**src/rtl/nst_pkg.sv**
```systemverilog
`timescale 1ns/1ps
package nst_pkg;

    localparam int CNT_W = 5;

    localparam int WLO_LSB = 0;   localparam int WLO_W = 4;
    localparam int WHI_LSB = 4;   localparam int WHI_W = 4;
    localparam int RLO_LSB = 8;   localparam int RLO_W = 4;
    localparam int RHI_LSB = 12;  localparam int RHI_W = 4;
    localparam int TRN_LSB = 16;  localparam int TRN_W = 3;
    localparam int BSY_LSB = 19;  localparam int BSY_W = 5;
    localparam int CEA_LSB = 24;  localparam int CEA_W = 2;
    localparam int USED_W  = CEA_LSB + CEA_W;

    typedef enum logic [2:0] {
        PH_IDLE = 3'd0,
        PH_CEA  = 3'd1,
        PH_TURN = 3'd2,
        PH_LOW  = 3'd3,
        PH_HIGH = 3'd4,
        PH_DONE = 3'd5
    } phase_e;

    typedef struct packed {
        logic [WLO_W-1:0] wr_lo;
        logic [WHI_W-1:0] wr_hi;
        logic [RLO_W-1:0] rd_lo;
        logic [RHI_W-1:0] rd_hi;
        logic [TRN_W-1:0] turn;
        logic [BSY_W-1:0] busy;
        logic [CEA_W-1:0] cea;
    } timing_t;

    function automatic timing_t unpack_timing(input logic [USED_W-1:0] w);
        timing_t t;
        t.wr_lo = w[WLO_LSB +: WLO_W];
        t.wr_hi = w[WHI_LSB +: WHI_W];
        t.rd_lo = w[RLO_LSB +: RLO_W];
        t.rd_hi = w[RHI_LSB +: RHI_W];
        t.turn  = w[TRN_LSB +: TRN_W];
        t.busy  = w[BSY_LSB +: BSY_W];
        t.cea   = w[CEA_LSB +: CEA_W];
        return t;
    endfunction

endpackage

```
**src/rtl/nst_phase_ctr.sv**
```systemverilog
`timescale 1ns/1ps
module nst_phase_ctr #(
    parameter int W = 5
) (
    input  logic         clk,
    input  logic         rst_n,
    input  logic         load,
    input  logic [W-1:0] load_val,
    output logic         expired
);
    logic [W-1:0] cnt_d, cnt_q;

    always_comb begin
        cnt_d = cnt_q;
        if (load)
            cnt_d = load_val;
        else if (cnt_q != '0)
            cnt_d = cnt_q - 1'b1;
    end

    always_ff @(posedge clk or negedge rst_n) begin
        if (!rst_n) cnt_q <= '0;
        else        cnt_q <= cnt_d;
    end

    assign expired = (cnt_q == '0);

    // a loaded count walks down one step per cycle
    p_count_down_r3: assert property (@(posedge clk) disable iff (!rst_n)
        (!$past(load) && $past(cnt_q) != '0) |-> (cnt_q == $past(cnt_q) - 1'b1));

endmodule

```
**src/rtl/nst_busy_sampler.sv**
```systemverilog
`timescale 1ns/1ps
module nst_busy_sampler #(
    parameter int W = 5
) (
    input  logic         clk,
    input  logic         rst_n,
    input  logic         arm,
    input  logic [W-1:0] delay,
    input  logic         rb_n,
    output logic         ready_flag
);
    typedef struct packed {
        logic         armed;
        logic [W-1:0] cnt;
        logic         ready;
    } smp_t;

    smp_t d, q;

    always_comb begin
        d = q;
        if (q.armed && q.cnt == '0) begin
            d.ready = rb_n;
            d.armed = 1'b0;
        end else if (q.armed) begin
            d.cnt = q.cnt - 1'b1;
        end
        if (arm) begin
            d.armed = 1'b1;
            d.cnt   = delay;
        end
    end

    always_ff @(posedge clk or negedge rst_n) begin
        if (!rst_n) q <= '0;
        else        q <= d;
    end

    assign ready_flag = q.ready;

    // the flag moves only when a sample window runs out
    p_ready_window_r8: assert property (@(posedge clk) disable iff (!rst_n)
        !$stable(q.ready) |-> $past(q.armed && q.cnt == '0));

endmodule

```
**src/rtl/nand_strobe_timer.sv**
```systemverilog
`timescale 1ns/1ps
module nand_strobe_timer #(
    parameter int WORD_W = 32
) (
    input  logic              clk,
    input  logic              rst_n,
    input  logic [WORD_W-1:0] timing_word,
    input  logic              start,
    input  logic              start_rd,
    input  logic              rb_n,
    output logic              nwe_n,
    output logic              nre_n,
    output logic              xfer_done,
    output logic              ready_flag
);
    import nst_pkg::*;

    localparam int SPARE_W = WORD_W - USED_W;

    typedef struct packed {
        phase_e  ph;
        timing_t tm;
        logic    is_rd;
        logic    last_rd;
    } seq_t;

    seq_t d, q;
    logic             ld;
    logic [CNT_W-1:0] ld_val;
    logic             expired;
    timing_t          fresh;

    generate
        if (SPARE_W > 0) begin : g_spare
            logic unused_spare;
            assign unused_spare = ^timing_word[WORD_W-1:USED_W];
        end
    endgenerate

    assign fresh = unpack_timing(timing_word[USED_W-1:0]);

    always_comb begin
        d      = q;
        ld     = 1'b0;
        ld_val = '0;
        unique case (q.ph)
            PH_IDLE: if (start) begin
                d.tm    = fresh;
                d.is_rd = start_rd;
                d.ph    = PH_CEA;
                ld      = 1'b1;
                ld_val  = CNT_W'(fresh.cea);
            end
            PH_CEA: if (expired) begin
                ld = 1'b1;
                if (q.last_rd && !q.is_rd) begin
                    d.ph   = PH_TURN;
                    ld_val = CNT_W'(q.tm.turn);
                end else begin
                    d.ph   = PH_LOW;
                    ld_val = q.is_rd ? CNT_W'(q.tm.rd_lo) : CNT_W'(q.tm.wr_lo);
                end
            end
            PH_TURN: if (expired) begin
                d.ph   = PH_LOW;
                ld     = 1'b1;
                ld_val = q.is_rd ? CNT_W'(q.tm.rd_lo) : CNT_W'(q.tm.wr_lo);
            end
            PH_LOW: if (expired) begin
                d.ph   = PH_HIGH;
                ld     = 1'b1;
                ld_val = q.is_rd ? CNT_W'(q.tm.rd_hi) : CNT_W'(q.tm.wr_hi);
            end
            PH_HIGH: if (expired) begin
                d.ph = PH_DONE;
            end
            PH_DONE: begin
                d.last_rd = q.is_rd;
                d.ph      = PH_IDLE;
            end
            default: d.ph = PH_IDLE;
        endcase
    end

    always_ff @(posedge clk or negedge rst_n) begin
        if (!rst_n) q <= '{ph: PH_IDLE, tm: '0, is_rd: 1'b0, last_rd: 1'b0};
        else        q <= d;
    end

    nst_phase_ctr #(.W(CNT_W)) u_ctr (
        .clk      (clk),
        .rst_n    (rst_n),
        .load     (ld),
        .load_val (ld_val),
        .expired  (expired)
    );

    nst_busy_sampler #(.W(BSY_W)) u_smp (
        .clk        (clk),
        .rst_n      (rst_n),
        .arm        (q.ph == PH_DONE),
        .delay      (q.tm.busy),
        .rb_n       (rb_n),
        .ready_flag (ready_flag)
    );

    assign nwe_n     = !(q.ph == PH_LOW && !q.is_rd);
    assign nre_n     = !(q.ph == PH_LOW &&  q.is_rd);
    assign xfer_done = (q.ph == PH_DONE);

    // strobes are mutually exclusive
    p_strobe_excl_r10: assert property (@(posedge clk) disable iff (!rst_n)
        !(!nwe_n && !nre_n));
    // done lasts one cycle
    p_done_pulse_r7: assert property (@(posedge clk) disable iff (!rst_n)
        xfer_done |=> !xfer_done);
    // done always follows the high phase
    p_done_after_high_r7: assert property (@(posedge clk) disable iff (!rst_n)
        xfer_done |-> $past(q.ph) == PH_HIGH);
    // captured timing frozen while busy
    p_word_latched_r9: assert property (@(posedge clk) disable iff (!rst_n)
        (q.ph != PH_IDLE && $past(q.ph) != PH_IDLE) |-> $stable(q.tm));
    // turnaround only when a write follows a read
    p_turn_only_r6: assert property (@(posedge clk) disable iff (!rst_n)
        (q.ph == PH_TURN) |-> (q.last_rd && !q.is_rd));

endmodule

```
**config.mk**
```make
export PLATFORM = sky130hd
export DESIGN_NAME = nand_strobe_timer
export DESIGN_NICKNAME = d
export VERILOG_FILES = /design/src/rtl/nst_pkg.sv /design/src/rtl/nst_phase_ctr.sv /design/src/rtl/nst_busy_sampler.sv /design/src/rtl/nand_strobe_timer.sv
export SDC_FILE = /design/constraint.sdc
export NUM_CORES = 1
export LEC_CHECK = 0
export ABC_AREA = 1
export CORE_UTILIZATION = 45
export CTS_BUF_LIST = sky130_fd_sc_hd__clkbuf_8
export CTS_CLUSTER_SIZE = 8
export DETAILED_ROUTE_END_ITERATION = 10
export DONT_BUFFER_PORTS = 1
export GPL_TIMING_DRIVEN = 0
export HOLD_SLACK_MARGIN = 0.15
export SLEW_MARGIN = 20
export SYNTH_ARGS = -nofsm -noshare
export SYNTH_HDL_FRONTEND = slang
export SYNTH_SLANG_ARGS = --single-unit
```
**constraint.sdc**
```tcl
create_clock -name clk -period 3.2 [get_ports clk]
set_clock_uncertainty 0.1 [all_clocks]
set_input_delay 0.64 -clock clk [delete_from_list [all_inputs] [get_ports clk]]
set_output_delay 0.64 -clock clk [all_outputs]
set_load 0.01 [all_outputs]
```
==> results.json <==
{
  "outcome": "complete, no violations",
  "ys_top_cells_by_area": "dfrtp_1 49%, nand2_1 26%, nor2_1 3.8%",
  "min_path_type": "input pin to register",
  "p_leak_nw": 1.213,
  "grt_pass1_wl_mm": 7.617,
  "finalSetupViolCount": 0,
  "syn_inst": 277,
  "worst_ep_required_time_ps": 2460,
  "layout.nets": 326,
  "r2r_start": "u_ctr.cnt_q[0]",
  "coreArea_mm2": 0.004414,
  "cts_buffers": 5,
  "antenna_found_initial": 0,
  "ys_async_sr_fraction_pct": 100.0,
  "p_comb_share_pct": 45.0,
  "min_to": "q[27]",
  "rsz0062_at_grt": "false",
  "drtAntennaViolNets": 0,
  "p_int_mw": 1.279,
  "postCtsHoldBufs": 2,
  "fp.dieH_um": 70.08,
  "yosys.area.top_type": "dfrtp_1",
  "r2r-end": "u_ctr.cnt_q[1]",
  "hold-path-cell-count": 2,
  "ios": 41,
  "cp_slowest_cell": "dfrtp_1",
  "period_share_pct": 69.30,
  "rr_worst_depth": 7,
  "viasPerCell": 5.044,
  "std_cell_rows": 24,
  "cp_max_fo": 8,
  "synth_edf_count": 0,
  "hpwl_mm": 2.966,
  "start_kind": "register",
  "routed-via-count": 1705,
  "critPathMaxStageDelay_ps": 470,
  "clk_latency_ps": 290,
  "yosys_warnings": 0,
  "gp_congestion": 0.7822,
  "ir_worst_vdd_uv": 306.0,
  "drt_iter0_markers": 97,
  "dieArea_mm2": 0.004911,
  "clkTransAtPathRegs_ps": 80,
  "post_cts_buffers": 0,
  "grt_max_degree": 42,
  "dpl_cell_area_mm2": 0.002151,
  "finalSetupTns_ps": 0,
  "fin_crit_ps": 2218,
  "synth_top_cell_area_share_pct": 49.19,
  "crit_buf_inv": 0,
  "syn2layout_area_growth_pct": 8.458,
  "initial_utilization_pct": 47.25,
  "fin_util_pct": 51.25,
  "ys_seq_elements": 41,
  "worst_pin_slew_ps": 552.5,
  "clock_sinks": 41,
  "max_freq_mhz": 450.9,
  "io_buffers": 0,
  "min_from": "timing_word[3]",
  "p_seq_share_pct": 40.9,
  "swShare_pct": 43.06,
  "track_usage_pct": 19.64,
  "pwr_density_cell_mw_per_mm2": 992.7,
  "cp_common_cell": "nand2_1",
  "slew_headroom_pct": 63.03,
  "p_total_mw": 2.246,
  "synth_area_mm2": 0.002086,
  "drv_cap": 0,
  "mostFrequentLayoutCell": "nand2_1",
  "cts_resized": 0,
  "synth_ff_type": "dfrtp_1",
  "die_w_um": 70.08,
  "cts_buffer_depth": 2,
  "overflow": 0,
  "wirelength_mm": 4.177,
  "crit_chain": "nand2_1 -> nor2_1 -> nand2_1",
  "grt_pass1_vias": 1770,
  "cp-end-kind": "output pin",
  "seq_area_frac_synth_pct": 49.19,
  "postLayoutCellArea_mm2": 0.002262,
  "cts_tree": "done",
  "ctsRootBufferMaster": "clkbuf_8",
  "clockPowerShare_pct": 14.1,
  "critical_path_class": "register to output pin",
  "fillers": 460,
  "avgSynthCellArea_um2": 7.530,
  "diodes": 0,
  "reg2reg_slack_ps": 1450,
  "critPathTopFamily": "simple AND/OR/NAND/NOR gates",
  "drive_gt1_share_pct": 6.993,
  "cts_max_level": 2,
  "final-hold-violation-count": 0,
  "layout_common_cells": "143 x nand2_1, 41 x dfrtp_1, 21 x nor2_1, 15 x inv_1, 11 x nand3_1",
  "switchingPower_uw": 966.9,
  "yosys.cell_types.count": 25,
  "first_pass_iters": 4,
  "drc": 0,
  "worstPathArrival_ps": 1480,
  "post_drt_wl_per_cell_um": 12.36,
  "slew_violations": 0,
  "syn_nets": 317
}
==> flip-flops by register name, indices dropped and copies added, names as in the netlist <==
register / flops
q: 29
u_smp.q: 6
u_smp.ready_flag: 1
u_ctr.cnt_q: 5
==> cell families after synthesis <==
| family | count (synthesis) | synth area share [%] |
|---|---|---|
| AOI/OAI and AO/OA | 18 | 4.919 |
| and+or+nand+nor | 184 | 35.51 |
| xor gates and xnor gates | 5 | 2.099 |
| buffers and inverters | 24 | 5.458 |
| muxes | 2 | 1.020 |
| DFF | 41 | 49.19 |
| adders and majority gates | 3 | 1.800 |
==> cell usage after synthesis, types with 2 or more instances <==
master    count
nor2_1       21
nand2_1     143
o211ai_1      4
inv_1        14
a21oi_1       3
clkbuf_1      2
xor2_1        4
buf_6         3
ha_1          3
inv_2         3
nand4_1       2
o21ai_0      10
nand3_1      11
nor2_2        3
dfrtp_1      41
==> area by class of cell <==
cell class	count	area, um^2	share of cell area (%)
multi-input cells	212	945.9	41.81
plain buffers	6	46.29	2.046
flip-flops and latches	41	1026	45.35
well taps	52	65.06	2.876
clock inverters	2	12.51	0.5531
repair buffers	2	30.03	1.327
inverters	18	67.56	2.987
clock buffers	5	68.82	3.042
==> power groups by stage <==
| stage | Combinational [mW] | Clock [mW] | Sequential [mW] |
|---|---|---|---|
| 4_1_cts | 1.02 | 0.328 | 0.918 |
| 3_5_place_dp | 0.998 | 0 | 0.927 |
| 3_3_place_gp | 0.983 | 0 | 0.925 |
| 6_report | 1.01 | 0.317 | 0.917 |
| 5_1_grt | 1.20 | 0.350 | 0.951 |
| 2_1_floorplan | 0.815 | 0 | 0.890 |
==> metrics by stage <==
| step | hold WS (ps) | instances | setup WS [ps] |
|---|---|---|---|
| 6_report | 353.4 | 338 | 982.5 |
| 2_1_floorplan | 244.4 | 277 | 1529 |
| 3_5_place_dp | 245.4 | 329 | 1289 |
| 5_1_grt | 351.8 | 338 | 797.4 |
| 4_1_cts | 349.7 | 338 | 981.5 |
| 3_3_place_gp | 245.5 | 329 | 1313 |
==> how the worst max path moves through the flow <==
stage,from,end,slack (ps),cells past startpoint
after floorplan,q[29],nre_n,1530,3
after global placement,q[29],nwe_n,1310,3
after detailed placement,q[29],nwe_n,1290,3
after CTS,q[29],nwe_n,980,3
after global routing,q[29],nwe_n,800,3
final,q[29],nwe_n,980,3
==> layer usage <==
layer | share of wire [%] | vias up | global-route usage (%)
li1 | - | 879 | -
met1 | 47 | 775 | 24.46
met2 | 45 | 40 | 33.01
met3 | 4.5 | 11 | 3.608
met4 | 3.0 | 0 | 9.111
met5 | 0 | - | 0
No activity file was read; power rests on OpenSTA's default activity.
